## src/rtl/pcn_pkg.sv

```systemverilog
package pcn_pkg;
  localparam int unsigned DATA_W   = 32;
  localparam int unsigned ALIAS_W  = 2;
  localparam int unsigned GRP_W    = 3;
  localparam int unsigned ON_BIT   = 15;
  localparam int unsigned IDLE_BIT = 13;
  localparam int unsigned EDGE_BIT = 11;
  localparam logic [DATA_W-1:0] CTRL_MASK =
    (32'd1 << ON_BIT) | (32'd1 << IDLE_BIT) | (32'd1 << EDGE_BIT);

  typedef enum logic [ALIAS_W-1:0] {
    AL_WRITE = 2'd0,
    AL_CLR   = 2'd1,
    AL_SET   = 2'd2,
    AL_INV   = 2'd3
  } alias_e;

  localparam logic [GRP_W-1:0] GRP_CTRL = 3'd0;
  localparam logic [GRP_W-1:0] GRP_RISE = 3'd1;
  localparam logic [GRP_W-1:0] GRP_FALL = 3'd2;
  localparam logic [GRP_W-1:0] GRP_STAT = 3'd3;
  localparam logic [GRP_W-1:0] GRP_FLAG = 3'd4;
  localparam logic [GRP_W-1:0] GRP_PORT = 3'd5;
endpackage

```

## src/rtl/pcn_alias_reg.sv

```systemverilog
module pcn_alias_reg #(
  parameter int unsigned W = 16,
  parameter logic [W-1:0] WMASK = '1
) (
  input  logic            clk,
  input  logic            rst_n,
  input  logic            wr_en,
  input  pcn_pkg::alias_e op,
  input  logic [W-1:0]    wdata,
  input  logic [W-1:0]    hw_set,
  output logic [W-1:0]    q
);
  import pcn_pkg::*;

  logic [W-1:0] sw_val;
  logic [W-1:0] nxt;

  always_comb begin
    unique case (op)
      AL_WRITE: sw_val = wdata;
      AL_CLR:   sw_val = q & ~wdata;
      AL_SET:   sw_val = q | wdata;
      default:  sw_val = q ^ wdata;
    endcase
    nxt = wr_en ? ((sw_val & WMASK) | (q & ~WMASK)) : q;
  end

  // hardware set is applied after the software update, so a set wins
  always_ff @(posedge clk or negedge rst_n) begin
    if (!rst_n) q <= '0;
    else        q <= nxt | (hw_set & WMASK);
  end
endmodule

```

## src/rtl/pcn_sync.sv

```systemverilog
module pcn_sync #(
  parameter int unsigned W      = 16,
  parameter int unsigned STAGES = 2
) (
  input  logic         clk,
  input  logic         rst_n,
  input  logic [W-1:0] pins_i,
  output logic [W-1:0] sync_o,
  output logic [W-1:0] rise_o,
  output logic [W-1:0] fall_o
);
  logic [STAGES-1:0][W-1:0] stg_q;
  logic [W-1:0]             prev_q;

  always_ff @(posedge clk or negedge rst_n) begin
    if (!rst_n) begin
      stg_q  <= '0;
      prev_q <= '0;
    end else begin
      stg_q  <= {stg_q[STAGES-2:0], pins_i};
      prev_q <= stg_q[STAGES-1];
    end
  end

  assign sync_o = stg_q[STAGES-1];
  assign rise_o = sync_o & ~prev_q;
  assign fall_o = ~sync_o & prev_q;
endmodule

```

## src/rtl/pcn_detect.sv

```systemverilog
module pcn_detect #(
  parameter int unsigned W = 16
) (
  input  logic         clk,
  input  logic         rst_n,
  input  logic         on_i,
  input  logic         edge_i,
  input  logic         port_rd_i,
  input  logic [W-1:0] sync_i,
  input  logic [W-1:0] rise_i,
  input  logic [W-1:0] fall_i,
  input  logic [W-1:0] pos_en_i,
  input  logic [W-1:0] neg_en_i,
  output logic [W-1:0] stat_o,
  output logic [W-1:0] flag_set_o
);
  logic [W-1:0] ref_q;

  for (genvar p = 0; p < W; p++) begin : g_pin
    always_ff @(posedge clk or negedge rst_n) begin
      if (!rst_n) begin
        ref_q[p]  <= 1'b0;
        stat_o[p] <= 1'b0;
      end else if (port_rd_i) begin
        ref_q[p]  <= sync_i[p];
        stat_o[p] <= 1'b0;
      end else if (on_i && !edge_i && (sync_i[p] != ref_q[p])) begin
        stat_o[p] <= 1'b1;
      end
    end

    assign flag_set_o[p] = on_i && edge_i &&
                           ((rise_i[p] && pos_en_i[p]) || (fall_i[p] && neg_en_i[p]));
  end
endmodule

```

## src/rtl/pcn_port.sv

```systemverilog
module pcn_port #(
  parameter int unsigned NPINS       = 16,
  parameter int unsigned AW          = 6,
  parameter int unsigned SYNC_STAGES = 2
) (
  input  logic                       clk,
  input  logic                       rst_n,
  input  logic [NPINS-1:0]           pins_i,
  input  logic                       bus_wr,
  input  logic                       bus_rd,
  input  logic [AW-1:0]              bus_addr,
  input  logic [pcn_pkg::DATA_W-1:0] bus_wdata,
  output logic [pcn_pkg::DATA_W-1:0] bus_rdata,
  output logic                       irq_o
);
  import pcn_pkg::*;

  localparam int unsigned DEC_W = ALIAS_W + GRP_W;

  logic [GRP_W-1:0]  grp;
  alias_e            op;
  logic              in_range;
  logic              wr_ctrl, wr_rise, wr_fall, wr_flag, port_rd;
  logic [DATA_W-1:0] ctrl_q;
  logic [NPINS-1:0]  pos_q, neg_q, flag_q, stat_q, flag_set;
  logic [NPINS-1:0]  sync_v, rise_v, fall_v;
  logic              mod_on, edge_mode;

  assign grp      = bus_addr[DEC_W-1:ALIAS_W];
  assign op       = alias_e'(bus_addr[ALIAS_W-1:0]);
  assign in_range = (bus_addr >> DEC_W) == '0;

  assign wr_ctrl = bus_wr && in_range && (grp == GRP_CTRL);
  assign wr_rise = bus_wr && in_range && (grp == GRP_RISE);
  assign wr_fall = bus_wr && in_range && (grp == GRP_FALL);
  assign wr_flag = bus_wr && in_range && (grp == GRP_FLAG);
  assign port_rd = bus_rd && in_range && (grp == GRP_PORT);

  pcn_alias_reg #(.W(DATA_W), .WMASK(CTRL_MASK)) u_ctrl (
    .clk(clk), .rst_n(rst_n), .wr_en(wr_ctrl), .op(op),
    .wdata(bus_wdata), .hw_set('0), .q(ctrl_q));

  pcn_alias_reg #(.W(NPINS)) u_pos (
    .clk(clk), .rst_n(rst_n), .wr_en(wr_rise), .op(op),
    .wdata(bus_wdata[NPINS-1:0]), .hw_set('0), .q(pos_q));

  pcn_alias_reg #(.W(NPINS)) u_neg (
    .clk(clk), .rst_n(rst_n), .wr_en(wr_fall), .op(op),
    .wdata(bus_wdata[NPINS-1:0]), .hw_set('0), .q(neg_q));

  pcn_alias_reg #(.W(NPINS)) u_flag (
    .clk(clk), .rst_n(rst_n), .wr_en(wr_flag), .op(op),
    .wdata(bus_wdata[NPINS-1:0]), .hw_set(flag_set), .q(flag_q));

  assign mod_on    = ctrl_q[ON_BIT];
  assign edge_mode = ctrl_q[EDGE_BIT];

  pcn_sync #(.W(NPINS), .STAGES(SYNC_STAGES)) u_sync (
    .clk(clk), .rst_n(rst_n), .pins_i(pins_i),
    .sync_o(sync_v), .rise_o(rise_v), .fall_o(fall_v));

  pcn_detect #(.W(NPINS)) u_det (
    .clk(clk), .rst_n(rst_n), .on_i(mod_on), .edge_i(edge_mode),
    .port_rd_i(port_rd), .sync_i(sync_v), .rise_i(rise_v), .fall_i(fall_v),
    .pos_en_i(pos_q), .neg_en_i(neg_q), .stat_o(stat_q), .flag_set_o(flag_set));

  always_ff @(posedge clk or negedge rst_n) begin
    if (!rst_n) begin
      bus_rdata <= '0;
    end else if (bus_rd) begin
      if (!in_range) begin
        bus_rdata <= '0;
      end else begin
        unique case (grp)
          GRP_CTRL: bus_rdata <= ctrl_q;
          GRP_RISE: bus_rdata <= DATA_W'(pos_q);
          GRP_FALL: bus_rdata <= DATA_W'(neg_q);
          GRP_STAT: bus_rdata <= DATA_W'(stat_q);
          GRP_FLAG: bus_rdata <= DATA_W'(flag_q);
          GRP_PORT: bus_rdata <= DATA_W'(sync_v);
          default:  bus_rdata <= '0;
        endcase
      end
    end
  end

  assign irq_o = mod_on && (edge_mode ? |(flag_q & (pos_q | neg_q))
                                      : |(stat_q & pos_q));
endmodule

```

## config.mk

```make
export PLATFORM = sky130hd
export DESIGN_NAME = pcn_port
export DESIGN_NICKNAME = d
export VERILOG_FILES = /design/src/rtl/pcn_pkg.sv /design/src/rtl/pcn_alias_reg.sv /design/src/rtl/pcn_sync.sv /design/src/rtl/pcn_detect.sv /design/src/rtl/pcn_port.sv
export SDC_FILE = /design/constraint.sdc
export NUM_CORES = 1
export LEC_CHECK = 0
export BUFFER_PORTS_ARGS = -buffer_cell sky130_fd_sc_hd__buf_2
export CAP_MARGIN = 20
export CORE_UTILIZATION = 30
export CTS_CLUSTER_DIAMETER = 100
export DETAILED_ROUTE_END_ITERATION = 8
export GPL_ROUTABILITY_DRIVEN = 0
export GPL_TIMING_DRIVEN = 0
export SLEW_MARGIN = 20
export SYNTH_ARGS = -nofsm -noshare
export SYNTH_HDL_FRONTEND = slang
export SYNTH_HIERARCHICAL = 1
export SYNTH_SLANG_ARGS = --single-unit
export TNS_END_PERCENT = 20
```

## constraint.sdc

```tcl
create_clock -name clk -period 2.25 [get_ports clk]
set_input_delay 0.3375 -clock clk [delete_from_list [all_inputs] [get_ports clk]]
set_output_delay 0.3375 -clock clk [all_outputs]
set_load 0.005 [all_outputs]
```

==> results of run 1 <==
## placed cells by master, fill, tap and decap left out, types with 5 or more instances in the layout
master and n:
inv_1 152, dfrtp_1 137, ha_1 102, a21oi_1 97, buf_2 92, buf_4 83, a22oi_1 69, nor2_1 66
conb_1 64, mux2i_1 49, o221ai_1 48, and2b_2 32, dfrtp_2 26, o22ai_1 22, o21ai_0 21, nand2_1 21
clkbuf_16 17, and3_1 16, dlygate4sd3_1 16, xnor2_1 16, mux2_2 16, o22ai_2 10, buf_6 8, o21ai_2 7
clkbuf_1 7, nand2b_1 5
## cells by family (layout without fill, tap and decap cells)
kind of cell    Yosys count  after routing  synth area share, %
compound gates          288            288                 18.6
xor+xnor                 16             16                 1.35
fa+ha+maj               102            102                 12.3
buf+inv                 252            400                 12.5
flops                   163            163                 39.3
mux                      67             67                 6.94
other cells               2             64               0.0724
simple gates            160            160                 8.86
## final timing paths
kind                                          endpoint  cells after the start  slack [ps]                  startpoint
max reg2reg                     u_flag/q[10]$_DFF_PN0_                      5         390      u_ctrl/q[15]$_DFF_PN0_
max in group asynchronous         u_neg/q[2]$_DFF_PN0_                      3         840                       rst_n
max                                              irq_o                      5         -40        u_pos/q[3]$_DFF_PN0_
min                         u_sync/stg_q[15]$_DFF_PN0_                      1          20                  pins_i[15]
min in group asynchronous    bus_rdata[17]$_DFFE_PN0P_                      2         450                       rst_n
min reg2reg                u_sync/sync_o[13]$_DFF_PN0_                      0         340  u_sync/stg_q[13]$_DFF_PN0_
## where the power goes
part / internal [mW] / switching, mW
Clock: 1.56 / 1.35
Combinational: 0.651 / 0.682
Sequential: 3.19 / 0.222
Total: 5.41 / 2.26
## critical path, cell delays in order, from the launching register on
cell and delay, ps:
dfrtp_2 450, o21ai_2 210, nand4_1 170, nor4_4 330, a41oi_2 180, buf_2 170
## cell type report
class	instances	area, sq um
Buffer	95	704
Multi-Input combinational cell	697	5280
Sequential cell	163	4110
Clock buffer	19	433
Timing Repair Buffer	116	761
Tap cell	448	561
Clock inverter	13	144
Fill cell	3349	21200
Inverter	157	592
## metrics by stage
step	total power, mW	TNS (ps)	std cells
after global routing	8.01	-75.9	1708
after detailed placement	4.74	-8520	1633
after floorplan	4.29	0	1112
after global placement	4.68	-314690	1632
after CTS	7.74	-9.18	1708
final	7.67	-38.9	1708
## repair_timing
item | 4_1_cts | 5_1_grt
endpoints found under the hold margin | 87 | 0
gates resized for setup | 48 | 1
setup buffers | 27 | 0
hold buffers | 16 | 0
setup endpoints to repair | 1 | 1
cloned | 0 | 0
pin swaps | 6 | 1
## sequential cells by signal, indices dropped and copies added (netlist names)
register / cells
bus_rdata: 32
u_ctrl/q: 3
u_det/ref_q: 16
u_det/stat_o: 16
u_flag/q: 16
u_neg/q: 16
u_pos/q: 16
u_sync/prev_q: 16
u_sync/stg_q: 16
u_sync/sync_o: 16
## metal layers
metal,vias to the layer above,global-route usage [%],part of all wire (%)
met2,225,27.4,48
met5,-,0,0
met3,46,2.56,4.1
met1,4101,21.5,45
li1,3945,-,-
met4,0,7.97,3.4
==> results.sh, run 1 <==
export IMPL_status="finished, violations left"
export IMPL_violations="negative setup slack"
export IMPL_start_util_pct=30.7
export IMPL_synthTopCellsByCount="163 x dfrtp_1, 152 x inv_1, 102 x ha_1, 97 x a21oi_1, 70 x a22oi_1"
export IMPL_clk_pin_slew_ps=60
export IMPL_syn_inst=1050
export IMPL_cap_violations=0
export IMPL_placed_area_sq_mm=0.0116
export IMPL_grt_pass1_wl_mm=45.2
export IMPL_finalCoreUtilization_pct=37.3
export IMPL_num_vias=8317
export IMPL_antenna_cells=0
export IMPL_yosysSeqAreaShare_pct=39.3
export IMPL_ios=91
export IMPL_worst_setup_path_start_kind="register"
export IMPL_yosysWarnings=6
export IMPL_setup_violations=1
export IMPL_synthTopCellsByArea="dfrtp_1 39%, ha_1 12%, inv_1 5.5%"
export IMPL_drive_gt1_share_pct=25.9
export IMPL_worstPathRequired_ps=1910
export IMPL_path_class="reg -> out"
export IMPL_cts_tree="done"
export IMPL_grt_max_degree=92
export IMPL_drc=0
export IMPL_synth_async_reset_ratio_pct=100
export IMPL_arrival_ps=1950
export IMPL_worst_setup_path_end_kind="primary output"
export IMPL_place_ws_ps=-311
export IMPL_wl_mm=29.3
export IMPL_p_leak_nw=6.27
export IMPL_tightest_slew_ps=857
export IMPL_path_max_fanout=4
export IMPL_htree_levels=4
export IMPL_period_share_pct=102
export IMPL_hold_viol=0
export IMPL_synthesis_area_sq_mm=0.0104
export IMPL_cts_root_buf="clkbuf_16"
export IMPL_stdcell_area_sq_mm=0.0126
export IMPL_slew_viol_final=0
export IMPL_synth_edf_count=0
export IMPL_rows=67
export IMPL_rsz0062_at_grt="yes"
export IMPL_irDropWorstVdd_mv=0.536
export IMPL_antenna_found_initial=0
export IMPL_hp_class="in -> reg"
export IMPL_grt_usage_pct=16.7
export IMPL_portBuffers=72
export IMPL_powerDensity_mw_per_mm2=609
export IMPL_die_area_sq_mm=0.0353
export IMPL_drt_initial_drc_count=629
export IMPL_hold_slack_ps=19.1
export IMPL_grt_pass1_vias=8089
export IMPL_post_dp_hpwl_mm=21.0
export IMPL_drt_pass1_iter_count=7
export IMPL_syn2layout_area_growth_pct=21.4
export IMPL_core_area_sq_mm=0.0338
export IMPL_max_freq_mhz=437
export IMPL_clock_latency_ps=450
export IMPL_finalCriticalPeriod_ps=2290
export IMPL_ys_types=45
export IMPL_setup_ws_ps=-38.9
export IMPL_fp_dieW_microns=188
export IMPL_clock_skew_ps=20.6
export IMPL_yosys_cell_count_top_type="dfrtp_1"
export IMPL_synth_flop_cell="dfrtp_1"
export IMPL_overflow=0
export IMPL_slew_headroom_pct=42.6
export IMPL_ys_seq_elements=163
export IMPL_cts_buffers=17
export IMPL_die_height_microns=188
export IMPL_final_nets=1407
export IMPL_synth_top_area_share_pct=39.3
export IMPL_ant_nets=0
export IMPL_viasPerCell=4.87
export IMPL_synth_top_cell_by_area="dfrtp_1"
export IMPL_cts_sinks=163
export IMPL_wl_per_cell_microns=17.1
export IMPL_syn_mean_instance_area_sq_um=9.87
export IMPL_cts_buffer_depth=2
Note: power is estimated with default switching activity, not from simulation.
==> run 2, diff against run 1 <==
--- a/config.mk
+++ b/config.mk
@@ -12,6 +12,8 @@
 export DETAILED_ROUTE_END_ITERATION = 8
 export GPL_ROUTABILITY_DRIVEN = 0
 export GPL_TIMING_DRIVEN = 0
+export PLACE_DENSITY_LB_ADDON = 0.08
+export RECOVER_POWER = 25
 export SLEW_MARGIN = 20
 export SYNTH_ARGS = -nofsm -noshare
 export SYNTH_HDL_FRONTEND = slang
==> run 2 against run 1 <==
Compared with the run above: the run still ends with negative setup slack left; clock power shrank 2%; setup slack gained 7.7 ps; sequential power is essentially flat; non-clock buffer count shrank 16; combinational power is essentially flat; critical path depth is the same; sequential share of layout area grew 0.33 points; design area shrank 1.0%; first-iteration DRC count shrank 34%; clock skew shrank 11 ps; global-route usage grew 1.7 points; critical endpoint unchanged; largest power group unchanged; highest routed layer unchanged.
==> results.sh, run 2 (synthesized netlist as in run 1, its figures left out) <==
export IMPL_p_total_mw=7.62
export IMPL_drc=0
export IMPL_syn2layout_area_growth_pct=20.2
export IMPL_worstPathRequired_ps=1910
export IMPL_htree_levels=4
export IMPL_ios=91
export IMPL_clock_latency_ps=450
export IMPL_status="finished, violations left"
export IMPL_mostFrequentLayoutCells="152 x inv_1, 138 x dfrtp_1, 102 x ha_1"
export IMPL_violations="negative setup slack"
export IMPL_wl_per_cell_microns=18.6
export IMPL_num_vias=7883
export IMPL_worst_setup_path_start_kind="register"
export IMPL_portBuffers=72
export IMPL_start_util_pct=30.7
export IMPL_cts_buffer_depth=2
export IMPL_drt_pass1_iter_count=5
export IMPL_r2r_start="u_ctrl/q[15]$_DFF_PN0_"
export IMPL_regMostFlops="bus_rdata"
export IMPL_clock_skew_ps=9.50
export IMPL_arrival_ps=1940
export IMPL_grt_pass1_vias=7853
export IMPL_num_fill_cells=3429
export IMPL_fp_dieW_microns=188
export IMPL_post_dp_hpwl_mm=22.9
export IMPL_register_area_sq_mm=0.00411
export IMPL_final_nets=1391
export IMPL_grt_usage_pct=18.4
export IMPL_p_leak_nw=6.18
export IMPL_cap_violations=0
export IMPL_cts_buffers=17
export IMPL_cts_tree="done"
export IMPL_drt_initial_drc_count=412
export IMPL_antenna_cells=0
export IMPL_ant_nets=0
export IMPL_tightest_slew_ps=1490
export IMPL_finalCriticalPeriod_ps=2280
export IMPL_worst_setup_path_end_kind="primary output"
export IMPL_wl_mm=31.5
export IMPL_place_ws_ps=-368
export IMPL_setup_violations=1
export IMPL_path_class="reg -> out"
export IMPL_max_freq_mhz=438
export IMPL_largest_register_ffs=32
export IMPL_clk_pin_slew_ps=80
export IMPL_slew_headroom_pct=0.419
export IMPL_cts_sinks=163
export IMPL_multi_input_area_sq_mm=0.00529
export IMPL_grt_max_degree=64
export IMPL_hold_slack_ps=253
export IMPL_core_area_sq_mm=0.0338
export IMPL_setup_ws_ps=-31.2
export IMPL_slew_viol_final=0
export IMPL_hold_viol=0
export IMPL_powerDensity_mw_per_mm2=611
export IMPL_rsz0062_at_grt="yes"
export IMPL_grt_pass1_wl_mm=48.1
export IMPL_period_share_pct=101
export IMPL_hp_class="in -> reg"
export IMPL_hp_start="bus_rd"
export IMPL_irDropWorstVdd_mv=0.573
export IMPL_mostFrequentLayoutCell="inv_1"
export IMPL_die_area_sq_mm=0.0353
export IMPL_drive_gt1_share_pct=24.8
export IMPL_rows=67
export IMPL_finalCoreUtilization_pct=36.9
export IMPL_startpoint="u_pos/q[3]$_DFF_PN0_"
export IMPL_r2r_slack_ps=400
export IMPL_overflow=0
export IMPL_die_height_microns=188
export IMPL_viasPerCell=4.66
export IMPL_path_max_fanout=5
export IMPL_antenna_found_initial=0
export IMPL_cts_root_buf="clkbuf_16"
run 2: cell count changes in the layout (fill, tap and decap cells not counted), sizes merged:
| cell | before | now |
|---|---|---|
| buf | 188 | 169 |
| clkbuf | 26 | 27 |
| bufinv | 1 | 0 |
| dlygate4sd3 | 16 | 17 |
| clkinvlp | 3 | 4 |
| inv | 163 | 165 |
| clkinv | 3 | 2 |
run 2: repair_timing:
action | CTS | global route
hold buffers | 17 | 0
pin swaps | 1 | 0
setup buffers | 9 | 0
endpoints found under the setup margin | 1 | 4
gates resized for setup | 46 | 3
hold endpoints to repair | 62 | 0
run 2: worst paths after layout:
kind                                                     to  depth (start not counted)
worst min register to register   u_sync/sync_o[8]$_DFF_PN0_                          0
worst max register to register       u_flag/q[14]$_DFF_PN0_                          5
max in group asynchronous       u_sync/sync_o[10]$_DFF_PN0_                          3
worst max-delay path                                  irq_o                          5
worst min-delay path              bus_rdata[16]$_DFFE_PN0P_                          2
min in group asynchronous              u_neg/q[2]$_DFF_PN0_                          2
run 2: metrics by stage:
| stage | TNS (ps) | instance area [sq um] | cells |
|---|---|---|---|
| detailed placement | -12960 | 11600 | 1634 |
| global route | -74.5 | 12500 | 1692 |
| finish | -31.2 | 12500 | 1692 |
| CTS | -31.2 | 12500 | 1692 |
| floorplan | 0 | 10600 | 1112 |
| global placement | -373770 | 11500 | 1632 |
run 2: report_power, final:
part	switching [mW]	internal (mW)
sequential	0.241	3.19
clock	1.41	1.45
combinational	0.678	0.648
total	2.33	5.29
run 2: layout make-up:
cell class | count | area share, %
Clock inverter | 14 | 0.954
Multi-Input combinational cell | 697 | 42.5
Sequential cell | 163 | 33.0
Inverter | 157 | 4.75
Tap cell | 448 | 4.50
Clock buffer | 18 | 3.44
Buffer | 95 | 5.65
Timing Repair Buffer | 100 | 5.23
run 2: routing by layer:
layer	up-vias	GRT usage (%)	share of wire (%)
met5	-	0	0
met4	0	4.07	1.1
met3	15	3.22	2.9
met2	110	30.4	48
met1	3846	25.1	48
li1	3912	-	-
run 2: critical path, stage by stage, from the launching register on:
cell	delay, ps
dfrtp_2	460
o21ai_2	210
nand4_1	150
nor4_2	320
a41oi_2	180
buf_2	170
